==> config.mk <==
export PLATFORM = sky130hd
export DESIGN_NAME = sdram_burst_colgen
export DESIGN_NICKNAME = d
export VERILOG_FILES = /design/src/rtl/colgen_pkg.sv /design/src/rtl/colgen_len_dec.sv /design/src/rtl/colgen_next_col.sv /design/src/rtl/sdram_burst_colgen.sv
export SDC_FILE = /design/constraint.sdc
export NUM_CORES = 1
export LEC_CHECK = 0
export BUFFER_PORTS_ARGS = -buffer_cell sky130_fd_sc_hd__buf_4
export CORE_ASPECT_RATIO = 0.9
export CORE_MARGIN = 2
export CORE_UTILIZATION = 40
export CTS_CLUSTER_DIAMETER = 60
export DETAILED_ROUTE_END_ITERATION = 10
export HOLD_SLACK_MARGIN = 0.03
export PLACE_DENSITY_LB_ADDON = 0.3
export SYNTH_ARGS = -nofsm -noshare
export SYNTH_HDL_FRONTEND = slang
export SYNTH_SLANG_ARGS = --single-unit
==> constraint.sdc <==
create_clock -name clk -period 1.6 [get_ports clk]
set_input_delay 0.32 -clock clk [delete_from_list [all_inputs] [get_ports clk]]
set_output_delay 0.32 -clock clk [all_outputs]
set_load 0.03 [all_outputs]
==> src/rtl/colgen_pkg.sv <==
package colgen_pkg;

    typedef enum logic [2:0] {
        BLEN_1    = 3'd0,
        BLEN_2    = 3'd1,
        BLEN_4    = 3'd2,
        BLEN_8    = 3'd3,
        BLEN_PAGE = 3'd7
    } blen_e;

    localparam int MAX_FIN_LOG = 3;

endpackage

==> src/rtl/colgen_len_dec.sv <==
module colgen_len_dec
    import colgen_pkg::*;
#(
    parameter int COL_W = 9,
    parameter int CNT_W = MAX_FIN_LOG
) (
    input  logic [2:0]       blen,
    input  logic             single,
    output logic [COL_W-1:0] mask,
    output logic [CNT_W-1:0] cnt_init,
    output logic             full
);
    always_comb begin
        mask     = '0;
        cnt_init = '0;
        full     = 1'b0;
        if (!single) begin
            case (blen_e'(blen))
                BLEN_2: begin
                    mask     = COL_W'(1);
                    cnt_init = CNT_W'(1);
                end
                BLEN_4: begin
                    mask     = COL_W'(3);
                    cnt_init = CNT_W'(3);
                end
                BLEN_8: begin
                    mask     = COL_W'(7);
                    cnt_init = CNT_W'(7);
                end
                BLEN_PAGE: begin
                    mask = '1;
                    full = 1'b1;
                end
                default: begin
                    mask     = '0;
                    cnt_init = '0;
                end
            endcase
        end
    end
endmodule

==> src/rtl/colgen_next_col.sv <==
module colgen_next_col #(
    parameter int COL_W = 9
) (
    input  logic [COL_W-1:0] col,
    input  logic [COL_W-1:0] mask,
    output logic [COL_W-1:0] nxt
);
    logic [COL_W-1:0] inc;
    assign inc = col + COL_W'(1);

    genvar i;
    for (i = 0; i < COL_W; i++) begin : g_bit
        assign nxt[i] = mask[i] ? inc[i] : col[i];
    end
endmodule

==> src/rtl/sdram_burst_colgen.sv <==
module sdram_burst_colgen
    import colgen_pkg::*;
#(
    parameter int COL_W  = 9,
    parameter int BANK_W = 2
) (
    input  logic              clk,
    input  logic              rst_n,
    input  logic              cmd_valid,
    input  logic              cmd_write,
    input  logic              cmd_autopre,
    input  logic [COL_W-1:0]  cmd_col,
    input  logic [BANK_W-1:0] cmd_bank,
    input  logic [2:0]        cfg_blen,
    input  logic              cfg_single_wr,
    input  logic              bst,
    output logic [COL_W-1:0]  col_o,
    output logic [BANK_W-1:0] bank_o,
    output logic              beat_valid_o,
    output logic              beat_write_o,
    output logic              rd_oe_o,
    output logic              done_o,
    output logic              pre_req_o
);
    localparam int CNT_W = MAX_FIN_LOG;

    typedef struct packed {
        logic              active;
        logic              write;
        logic              autopre;
        logic              full;
        logic [COL_W-1:0]  col;
        logic [BANK_W-1:0] bank;
        logic [COL_W-1:0]  mask;
        logic [CNT_W-1:0]  cnt;
        logic              done;
        logic              pre;
    } state_t;

    state_t s_d, s_q;

    logic [COL_W-1:0] new_mask_d;
    logic [CNT_W-1:0] new_cnt_d;
    logic             new_full_d;
    logic [COL_W-1:0] step_col_d;

    colgen_len_dec #(.COL_W(COL_W), .CNT_W(CNT_W)) u_len (
        .blen     (cfg_blen),
        .single   (cmd_write & cfg_single_wr),
        .mask     (new_mask_d),
        .cnt_init (new_cnt_d),
        .full     (new_full_d)
    );

    colgen_next_col #(.COL_W(COL_W)) u_step (
        .col  (s_q.col),
        .mask (s_q.mask),
        .nxt  (step_col_d)
    );

    always_comb begin
        s_d      = s_q;
        s_d.done = 1'b0;
        s_d.pre  = 1'b0;
        if (cmd_valid) begin
            s_d.active  = 1'b1;
            s_d.write   = cmd_write;
            s_d.autopre = cmd_autopre & ~new_full_d;
            s_d.full    = new_full_d;
            s_d.col     = cmd_col;
            s_d.bank    = cmd_bank;
            s_d.mask    = new_mask_d;
            s_d.cnt     = new_cnt_d;
        end else if (s_q.active) begin
            if (s_q.full) begin
                if (bst) begin
                    s_d.active = 1'b0;
                    s_d.done   = 1'b1;
                end else begin
                    s_d.col = step_col_d;
                end
            end else if (s_q.cnt == '0) begin
                s_d.active = 1'b0;
                s_d.done   = 1'b1;
                s_d.pre    = s_q.autopre;
            end else begin
                s_d.col = step_col_d;
                s_d.cnt = s_q.cnt - CNT_W'(1);
            end
        end
    end

    always_ff @(posedge clk) begin
        if (!rst_n) begin
            s_q <= '0;
        end else begin
            s_q <= s_d;
        end
    end

    assign col_o        = s_q.col;
    assign bank_o       = s_q.bank;
    assign beat_valid_o = s_q.active;
    assign beat_write_o = s_q.write;
    assign rd_oe_o      = s_q.active & ~s_q.write;
    assign done_o       = s_q.done;
    assign pre_req_o    = s_q.pre;

    // a command shows up as a valid beat at its start column
    a_r2_load: assert property (@(posedge clk) disable iff (!rst_n)
        cmd_valid |=> (beat_valid_o && col_o == $past(cmd_col) && bank_o == $past(cmd_bank)));

    // done is a single-cycle pulse with no beat alongside it
    a_r3_done_pulse: assert property (@(posedge clk) disable iff (!rst_n)
        done_o |-> (!beat_valid_o) ##1 !done_o);

    // in a finite burst, bits outside the block never move
    a_r4_block_wrap: assert property (@(posedge clk) disable iff (!rst_n)
        (beat_valid_o && !s_q.full && !cmd_valid && s_q.cnt != '0)
        |=> (beat_valid_o && ((col_o & ~s_q.mask) == ($past(col_o) & ~s_q.mask))));

    // a full page advances by one modulo the column range
    a_r5_page_step: assert property (@(posedge clk) disable iff (!rst_n)
        (beat_valid_o && s_q.full && !bst && !cmd_valid)
        |=> (beat_valid_o && col_o == COL_W'($past(col_o) + 1'b1)));

    // burst stop in a full page ends it without a precharge
    a_r6_stop: assert property (@(posedge clk) disable iff (!rst_n)
        (beat_valid_o && s_q.full && bst && !cmd_valid)
        |=> (!beat_valid_o && done_o && !pre_req_o));

    // a precharge request only comes with completion
    a_r9_pre_with_done: assert property (@(posedge clk) disable iff (!rst_n)
        pre_req_o |-> done_o);

    // the read enable only appears during a beat
    a_r10_oe: assert property (@(posedge clk) disable iff (!rst_n)
        rd_oe_o |-> (beat_valid_o && !beat_write_o));

    // a reload during a burst gives no completion strobe
    a_r11_reload: assert property (@(posedge clk) disable iff (!rst_n)
        (cmd_valid && beat_valid_o) |=> (!done_o && !pre_req_o));
endmodule

==> results.md, run 1 <==
* DP HPWL at 2240 um
* Final nets at 211
* Mean routed wirelength per cell at 13.1 um
* CP startpoint: s_q[2]
* WP data required at 1.85 ns
* Starting Density at 0.423
* Busiest grt layer: met2
* Overflow after GRT at 0
* Die Area at 3720 um^2
* Max rail drop VDD at 0.348 mV
* Worst R2R Start: s_q[2]
* Startpoint class of the critical path: flop
* Hold_ws at 0.267 ns
* Yosys warns at 0
* Share of cells above drive strength 1 at 0.328
* Share of the synthesized area in the top cell type at 0.370
* Outcome: finished clean
* Clk_skew at 0.00238 ns
* Least-Margin Pin Slew at 0.302 ns
* Yosys reg bits at 24
* Final Wtd Congestion at 0.767
* I/O pin count at 37
* Sequential-to-total area share from yosys stat at 0.370
* Syn avg cell area at 8.48 um^2
* WL final at 2990 um
* Min-delay src: cmd_col[2]
* Clk pwr share at 0.241
* Antenna cells at 0
* Post-synth EDFFs at 0
* Fin worst setup slack at 0.0637 ns
* P_leak at 0.723 nW
* Final Cycle Share at 0.960
* Unrepaired setup endpoints after global routing: no
* Hold/Removal Path Class: in -> reg
* FF-to-FF setup slack at 0.06 ns
* Mapped Area at 1300 um^2
* # port buffers at 36
* Min-Delay Endpoint: col_o[2]
* Most frequent cell after synthesis: dfxtp_1
* R2r worst-path depth at 6
* Post-synth top flop: dfxtp_1
* Pwr/cell area at 807 nW/um^2
* Synth Net Count at 177
* Max Cap Viol at 0
* Met3 GRT Util at 0.0272
* Multi-input logic area at 708 um^2
* Initial antenna violation count at 0
* Root buffer cell: clkbuf_4
* Vias at 1198
* Element type at the critical path end: flop
* Sequential fraction of design power at 0.502
* Vias in the first global route at 1129
* Setup WS pre-CTS at -0.102 ns
* Final Max Slew Viols at 0
* Die H at 58.0 um
* Tmin final at 1.54 ns
* Hold Crit Depth at 3
* Critical path data arrival time at 1.79 ns
* CTS tree: done
* Reg-to-reg endpoint: col_o[7]
* Die X at 64.0 um
* H-tree depth at 1
* Antenna Violating Nets Remaining at 0
* Global-route wire length before repair at 4960 um
* P&R area growth vs syn at 27.7%
* Slew HR at 0.796
* Total track usage at 0.168
* Vias per cell at 5.25
* Fin. Hold Viols at 0
* Clock tree sinks at 24
* Max FO, Critical Path at 7
* Synth Instances at 153
* Top cells by count, synth: 24 x dfxtp_1, 15 x nand2_1, 12 x buf_4, 11 x a21oi_1
* Largest net degree at the start of global routing at 23
* Psw at 399 uW
* CTS Buf Count at 3
* Net Sw Frac at 0.299
* Initial drt markers at 38
* Clock Latency Late Sink at 0.31 ns
* Reg area at 484 um^2
* Maximum clock rate at 0.651 GHz
* Fill cells at 286
* Longest Clk Path Bufs at 2
* Leading area contributor after synthesis: dfxtp_1
* Met1 Usage GRT at 0.235
* Synth async-reset ratio at 0
* Gate power share at 0.257
* DRT Pass-1 Iters at 4
* Rows at 19
* Final setup vio count at 0
* Core Region at 3070 um^2
* Pint at 938 uW
* DRC viols at 0
* PnR Total Power at 1.34 mW
* Clock slew at reported path FFs at 0.13 ns
* Critical setup path kind: reg -> reg
* Grt met2 use at 0.263
* Top post-synthesis cells by area: dfxtp_1 37%, buf_4 6.9%, mux2i_1 6.2%, nand2_1 4.3%, a21oi_1 4.2%
* Cell variety after synth at 37
-- kinds of logic after synthesis --
group           after synthesis  synth area share
flops                        24             0.370
xor+xnor                      4            0.0270
fa+ha+maj                     3            0.0289
compound gates               41             0.205
mux                           8            0.0617
simple gates                 49             0.203
buf+inv                      24             0.104
-- stage by stage --
step / std cells / util / instance area (um^2) / TNS, ns
floorplan: 153 / - / 1300 / 0
global placement: 222 / 0.513 / 1570 / -0.0177
global route: 228 / 0.540 / 1660 / 0
CTS: 227 / 0.528 / 1620 / -0.00707
detailed placement: 222 / 0.513 / 1570 / -0.342
finish: 228 / 0.540 / 1660 / 0
-- registers in the layout, summed over array words and instances (netlist names) --
signal,flops
bank_o,2
beat_valid_o,1
beat_write_o,1
col_o,9
done_o,1
pre_req_o,1
s_q,9
-- placed cells by master, fill, tap and decap left out, types with 3 or more instances in the layout --
cell type,Yosys,layout
inv_1,7,5
nor2b_1,7,7
mux2i_1,8,8
clkbuf_4,0,3
buf_4,12,45
a21oi_1,11,11
dfxtp_2,0,3
a21boi_0,3,3
o22ai_1,4,4
nand3_1,7,7
nand2_1,15,15
dfxtp_1,24,21
o21ai_0,8,7
nor2_1,3,3
nand4_1,5,5
xor2_1,4,4
-- area by class of cell --
class                      count  share of cell area
sequential                    24               0.292
timing repair buffer          46               0.211
multi-input combinational    105               0.427
tap                           42              0.0317
clock buffer                   4              0.0219
inverter                       7              0.0159
-- timing repair --
action / CTS / global route
hold endpoints to repair: 0 / 0
hold buffers: 0 / 0
pin swaps: 1 / 3
gates resized for setup: 1 / 9
endpoints found under the setup margin: 5 / 8
setup buffers: 1 / 1
-- worst max-delay path, cell delays in order, from the launching register on --
cell     delay (ns)
dfxtp_2        0.36
inv_2          0.05
ha_4           0.15
or3b_4         0.27
nand3_1        0.10
or4_1          0.41
a31oi_1        0.13
-- worst max path at each step --
stage | depth (start not counted) | to | slack [ns]
6_report | 6 | col_o[7] | 0.06
5_1_grt | 6 | col_o[7] | 0.008
4_1_cts | 7 | col_o[4] | -0.004
3_5_place_dp | 6 | col_o[8] | -0.10
3_3_place_gp | 6 | col_o[8] | -0.01
2_1_floorplan | 7 | col_o[7] | 0.08
-- metal layers --
layer | routed length (um) | up-vias
met5 | 0 | -
met4 | 24 | 0
met3 | 165 | 2
met2 | 1340 | 30
met1 | 1460 | 558
li1 | - | 608
-- power by group through the flow --
stage	registers (mW)	clock network, mW	logic [mW]
detailed placement	0.682	0	0.321
CTS	0.670	0.331	0.332
floorplan	0.686	0	0.215
finish	0.671	0.323	0.344
global placement	0.681	0	0.313
global route	0.677	0.357	0.375
Note: power is estimated with default switching activity, not from simulation.
==> run 2: changes to the inputs <==
==> constraint.sdc (replaced) <==
create_clock -name clk -period 1.9 [get_ports clk]
set_input_delay 0.38 -clock clk [delete_from_list [all_inputs] [get_ports clk]]
set_output_delay 0.38 -clock clk [all_outputs]
set_load 0.03 [all_outputs]
==> run 2 against run 1 <==
  * Wire length is essentially flat
  * Worst hold slack better by 0.032 ns
  * Final area is 6.0% lower
  * Largest power group unchanged
  * Sequential power decreased by 15%
  * Combinational power fell by 25%
==> results.md, run 2 (synthesis gave the netlist of run 1 again) <==
* Outcome: finished clean
* Worst path max stage delay at 0.50 ns
* Least-Margin Pin Slew at 0.349 ns
* P&R area growth vs syn at 20.0%
* Unrepaired setup endpoints after global routing: no
* H-tree depth at 1
* Final nets at 204
* Final setup vio count at 0
* I/O pin count at 37
* # port buffers at 36
* Min-delay src: cmd_autopre
* Fill cells at 308
* Initial drt markers at 36
* Clock Latency Late Sink at 0.32 ns
* Largest net degree at the start of global routing at 23
* Die H at 58.0 um
* CP startpoint: s_q[2]
* Most common cell after layout, fill and taps aside: buf_4
* Final Cycle Share at 0.878
* Sequential fraction of design power at 0.539
* Hold Crit Depth at 3
* Die X at 64.0 um
* Initial antenna violation count at 0
* # hold bufs at CTS at 0
* Pint at 726 uW
* Max Cap Viol at 0
* Clk pwr share at 0.214
* Critical setup path kind: reg -> reg
* Antenna cells at 0
* Rows at 19
* Final Wtd Congestion at 0.832
* Most frequent cells in the layout: 39 x buf_4, 24 x dfxtp_1, 15 x nand2_1
* Die Area at 3720 um^2
* Hold/Removal Path Class: in -> reg
* Busiest grt layer: met2
* Root buffer cell: clkbuf_4
* Critical path data arrival time at 1.92 ns
* Max FO, Critical Path at 3
* Overflow after GRT at 0
* Worst R2R Start: s_q[2]
* Total track usage at 0.169
* Fin worst setup slack at 0.233 ns
* Clk_skew at 0.00584 ns
* WP data required at 2.16 ns
* Vias per cell at 5.44
* CP max-delay cell: or4_1
* Met3 GRT Util at 0.0272
* Element type at the critical path end: flop
* Starting Density at 0.423
* Longest Clk Path Bufs at 2
* Global-route wire length before repair at 4950 um
* Core Region at 3070 um^2
* Vias in the first global route at 1153
* R2r worst-path depth at 6
* Maximum clock rate at 0.600 GHz
* Post_cts resized at 0
* WL final at 2990 um
* Gate power share at 0.246
* Delay-heaviest family, CP: simple AND/OR/NAND/NOR gates
* DRT Pass-1 Iters at 4
* Share of cells above drive strength 1 at 0.247
* CTS tree: done
* Grt met2 use at 0.310
* Slew HR at 0.765
* Pwr/cell area at 677 nW/um^2
* Clock slew at reported path FFs at 0.13 ns
* Setup TNS at 0 ns
* Antenna Violating Nets Remaining at 0
* Net Sw Frac at 0.311
* Final Max Slew Viols at 0
* Post-layout util at 0.508
* Critical path buffers and inverters at 1
* Fin. Hold Viols at 0
* Levels on crit path at 6
* Tmin final at 1.67 ns
* Psw at 328 uW
* DRC viols at 0
* Max rail drop VDD at 0.325 mV
* Mean routed wirelength per cell at 13.6 um
* Startpoint class of the critical path: flop
* Met1 Usage GRT at 0.200
* Vias at 1197
* P_leak at 0.682 nW
* Setup WS pre-CTS at 0.256 ns
* Clock tree sinks at 24
* Cell Chain, Critical Path: inv_1, ha_1, or3b_1, nand3_1, or4_1, a31oi_1
* CTS Buf Count at 3
* Setup Buffers After CTS at 0
* DP HPWL at 2270 um
-- run 2: changes by cell type in the layout (fill, tap and decap cells not counted), sizes merged --
cell / previous run / this run
buf: 46 / 39
clkbuf: 4 / 3
-- run 2: area by class of cell --
type	count	area, um^2	area share
Multi-Input combinational cell	105	682	0.438
Sequential cell	24	480	0.309
Timing Repair Buffer	39	293	0.188
Tap cell	42	52.6	0.0338
Inverter	7	26.3	0.0169
Clock buffer	3	22.5	0.0145
-- run 2: path summary, 6_finish.rpt --
path / endpoint / slack, ns
max reg2reg: col_o[7] / 0.23
min reg2reg: pre_req_o / 0.47
max: col_o[7] / 0.23
min: s_q[26] / 0.30
-- run 2: power groups by stage --
| stage | registers (mW) | clock network (mW) | logic, mW |
|---|---|---|---|
| 2_1_floorplan | 0.577 | 0 | 0.179 |
| 3_3_place_gp | 0.577 | 0 | 0.253 |
| 3_5_place_dp | 0.579 | 0 | 0.260 |
| 4_1_cts | 0.568 | 0.234 | 0.261 |
| 5_1_grt | 0.573 | 0.251 | 0.285 |
| 6_report | 0.569 | 0.226 | 0.259 |
-- run 2: per-layer routing --
layer  up-vias  wire length, um  share of wire
li1        593                -              -
met1       572             1330           0.45
met2        26             1500           0.50
met3         6              109          0.036
met4         0               48          0.016
met5         -                0              0
-- run 2: stage by stage --
| step | cells | hold slack [ns] | area [um^2] | power [mW] |
|---|---|---|---|---|
| 5_1_grt | 220 | 0.309 | 1560 | 1.11 |
| 3_3_place_gp | 217 | 0.442 | 1530 | 0.829 |
| 3_5_place_dp | 217 | 0.448 | 1530 | 0.839 |
| 6_report | 220 | 0.299 | 1560 | 1.05 |
| 2_1_floorplan | 153 | 0.416 | 1300 | 0.755 |
| 4_1_cts | 220 | 0.298 | 1560 | 1.06 |
-- run 2: worst reg2reg max path, delay by kind of cell, from the launching register on --
family / cells / cell delay (ns)
AND/OR/NAND/NOR: 3 / 0.80
flip-flops: 1 / 0.38
adder cells (fa/ha/maj): 1 / 0.20
AO/OA/AOI/OAI: 1 / 0.16
buffers and inverters: 1 / 0.08
==> run 3: changes to the inputs <==
--- a/config.mk
+++ b/config.mk
@@ -15,4 +15,5 @@
 export PLACE_DENSITY_LB_ADDON = 0.3
 export SYNTH_ARGS = -nofsm -noshare
 export SYNTH_HDL_FRONTEND = slang
+export SYNTH_HIERARCHICAL = 1
 export SYNTH_SLANG_ARGS = --single-unit
==> run 3 against run 2 <==
  * Maximum frequency up 1.5%
  * Global-route usage is 1.8 points lower
  * Cell count is 15% higher
  * Utilization is 2.8 points lower
  * Count of clock-buffer cells in the layout grew 4
  * Highest routed layer unchanged
  * Power is 41% higher
  * Critical path type unchanged
  * Clock power is 120% higher
  * Worst hold slack gained 0.040 ns
  * Final area rose by 24%
  * Register-to-register slack gained 0.02 ns
  * Sequential cell count rose by 5
  * Critical path depth is the same
==> results.md, run 3 <==
* Global-route wire length before repair at 5380 um
* Starting Density at 0.409
* Reg-to-reg endpoint: col_o[3]
* Tmin final at 1.64 ns
* Most frequent cell after synthesis: dfxtp_1
* WP data required at 2.12 ns
* Least-Margin Pin Slew at 0.365 ns
* H-tree depth at 2
* Critical setup path kind: reg -> reg
* Longest Clk Path Bufs at 2
* Final Wtd Congestion at 0.813
* Sequential-to-total area share from yosys stat at 0.353
* P_leak at 0.872 nW
* Cell variety after synth at 43
* WL final at 3230 um
* P&R area growth vs syn at 17.2%
* Unrepaired setup endpoints after global routing: no
* Most common cell after layout, fill and taps aside: buf_4
* Pwr/cell area at 769 nW/um^2
* DP HPWL at 2400 um
* Fin. Hold Viols at 0
* CTS tree: done
* Largest net degree at the start of global routing at 24
* Maximum clock rate at 0.609 GHz
* Number of flip-flops in the largest register at 14
* Initial drt markers at 40
* CP max-delay cell: or3b_4
* DRT Pass-1 Iters at 4
* Worst R2R Start: s_q[2]
* Startpoint class of the critical path: flop
* Antenna cells at 0
* Hold Crit Depth at 3
* Synth async-reset ratio at 0
* Clock Latency Late Sink at 0.28 ns
* Reg area at 581 um^2
* Setup TNS at 0 ns
* Worst path max stage delay at 0.41 ns
* Cell Chain, Critical Path: inv_1, ha_1, or3b_4, a31oi_4, buf_4, mux2i_1
* Clock tree sinks at 29
* # hold bufs at CTS at 0
* Share of the synthesized area in the top cell type at 0.353
* Die H at 64.8 um
* Delay-heaviest family, CP: simple AND/OR/NAND/NOR gates
* Hold/Removal Path Class: in -> reg
* Vias in the first global route at 1139
* Final setup vio count at 0
* Fill cells at 410
* Top post-synthesis cells by area: dfxtp_1 35%, mux2i_1 13%, buf_4 7.3%, nor2_1 4.1%, o211ai_1 4.1%
* Post_cts resized at 0
* Post-layout util at 0.480
* Mapped Area at 1650 um^2
* Yosys warns at 6
* Most frequent cells in the layout: 40 x buf_4, 29 x dfxtp_1, 22 x mux2i_1
* Die X at 71.6 um
* Min-Delay Endpoint: bank_o[1]
* Max Cap Viol at 0
* Vias at 1220
* Initial antenna violation count at 0
* Multi-input logic area at 886 um^2
* Rows at 22
* I/O pin count at 37
* Core Region at 4020 um^2
* Element type at the critical path end: flop
* Max rail drop VDD at 0.243 mV
* Antenna Violating Nets Remaining at 0
* # port buffers at 36
* Mean routed wirelength per cell at 12.8 um
* Clk_skew at 0.00718 ns
* DRC viols at 0
* R2r worst-path depth at 6
* Final Max Slew Viols at 0
* Share of cells above drive strength 1 at 0.302
* Leading area contributor after synthesis: dfxtp_1
* Final Cycle Share at 0.865
* Yosys reg bits at 29
* Overflow after GRT at 0
* Post-synth EDFFs at 0
* Post-synth top flop: dfxtp_1
* Setup Buffers After CTS at 0
* Total track usage at 0.151
* Final nets at 229
* Top cells by count, synth: 29 x dfxtp_1, 22 x mux2i_1, 18 x nor2_1, 16 x buf_4, 15 x nand2_1
* Max FO, Critical Path at 10
* Die Area at 4640 um^2
* Syn avg cell area at 9.04 um^2
* Critical path buffers and inverters at 2
* Min-delay src: cmd_bank[1]
* Critical path data arrival time at 1.86 ns
* FF-to-FF setup slack at 0.26 ns
* CTS Buf Count at 5
* Root buffer cell: clkbuf_8
* Synth Instances at 182
* Outcome: finished clean
* Vias per cell at 4.82
* Biggest register: s_q
* Synth Net Count at 206
* Slew HR at 0.756
* Clock slew at reported path FFs at 0.06 ns
==> run 3: cell type report <==
cell class                      instances  share of cell area
Clock buffer                            7              0.0448
Inverter                                4             0.00779
Tap cell                               48              0.0311
Multi-Input combinational cell        125               0.459
Sequential cell                        29               0.301
Timing Repair Buffer                   40               0.156
==> run 3: metrics by stage <==
step	hold WS, ns	power [mW]	cell area [um^2]	cells	setup WS [ns]
2_1_floorplan	0.433	0.917	1650	182	0.378
3_3_place_gp	0.475	0.991	1840	246	0.315
3_5_place_dp	0.474	0.995	1840	246	0.238
4_1_cts	0.333	1.50	1930	253	0.229
5_1_grt	0.353	1.56	1930	253	0.147
6_report	0.339	1.48	1930	253	0.257
==> run 3: kinds of logic after synthesis <==
group,synth area share
simple gates,0.236
compound gates,0.0958
flops,0.353
buf+inv,0.109
fa+ha+maj,0.0228
mux,0.141
xor+xnor,0.0426
==> run 3: worst reg2reg max path, delay by kind of cell, from the launching register on <==
family	cells	cell delay [ns]
compound gates	1	0.16
fa+ha+maj	1	0.19
buf+inv	2	0.33
flops	1	0.29
mux	1	0.20
simple gates	1	0.41
==> run 3: worst max-delay path by stage <==
stage,startpoint,endpoint,slack (ns),cells past startpoint
after detailed placement,s_q[2],col_o[3],0.24,6
final,s_q[2],col_o[3],0.26,6
after global routing,s_q[2],col_o[2],0.15,6
after floorplan,col_o[0],col_o[8],0.38,7
after global placement,s_q[2],col_o[5],0.31,6
after CTS,s_q[2],col_o[3],0.23,6
==> run 3: per-layer routing <==
| metal | global-route usage | share of wire | up-vias |
|---|---|---|---|
| met5 | 0 | 0 | - |
| met4 | 0.0778 | 0.020 | 0 |
| met3 | 0.0435 | 0.053 | 6 |
| met2 | 0.222 | 0.43 | 27 |
| met1 | 0.200 | 0.50 | 534 |
| li1 | - | - | 653 |
==> run 3: report_power, final <==
| group | internal (mW) | switching [mW] | total, mW | leakage, nW |
|---|---|---|---|---|
| Clock | 0.286 | 0.218 | 0.504 | 0.0443 |
| Sequential | 0.643 | 0.0339 | 0.677 | 0.238 |
| Combinational | 0.145 | 0.157 | 0.302 | 0.590 |
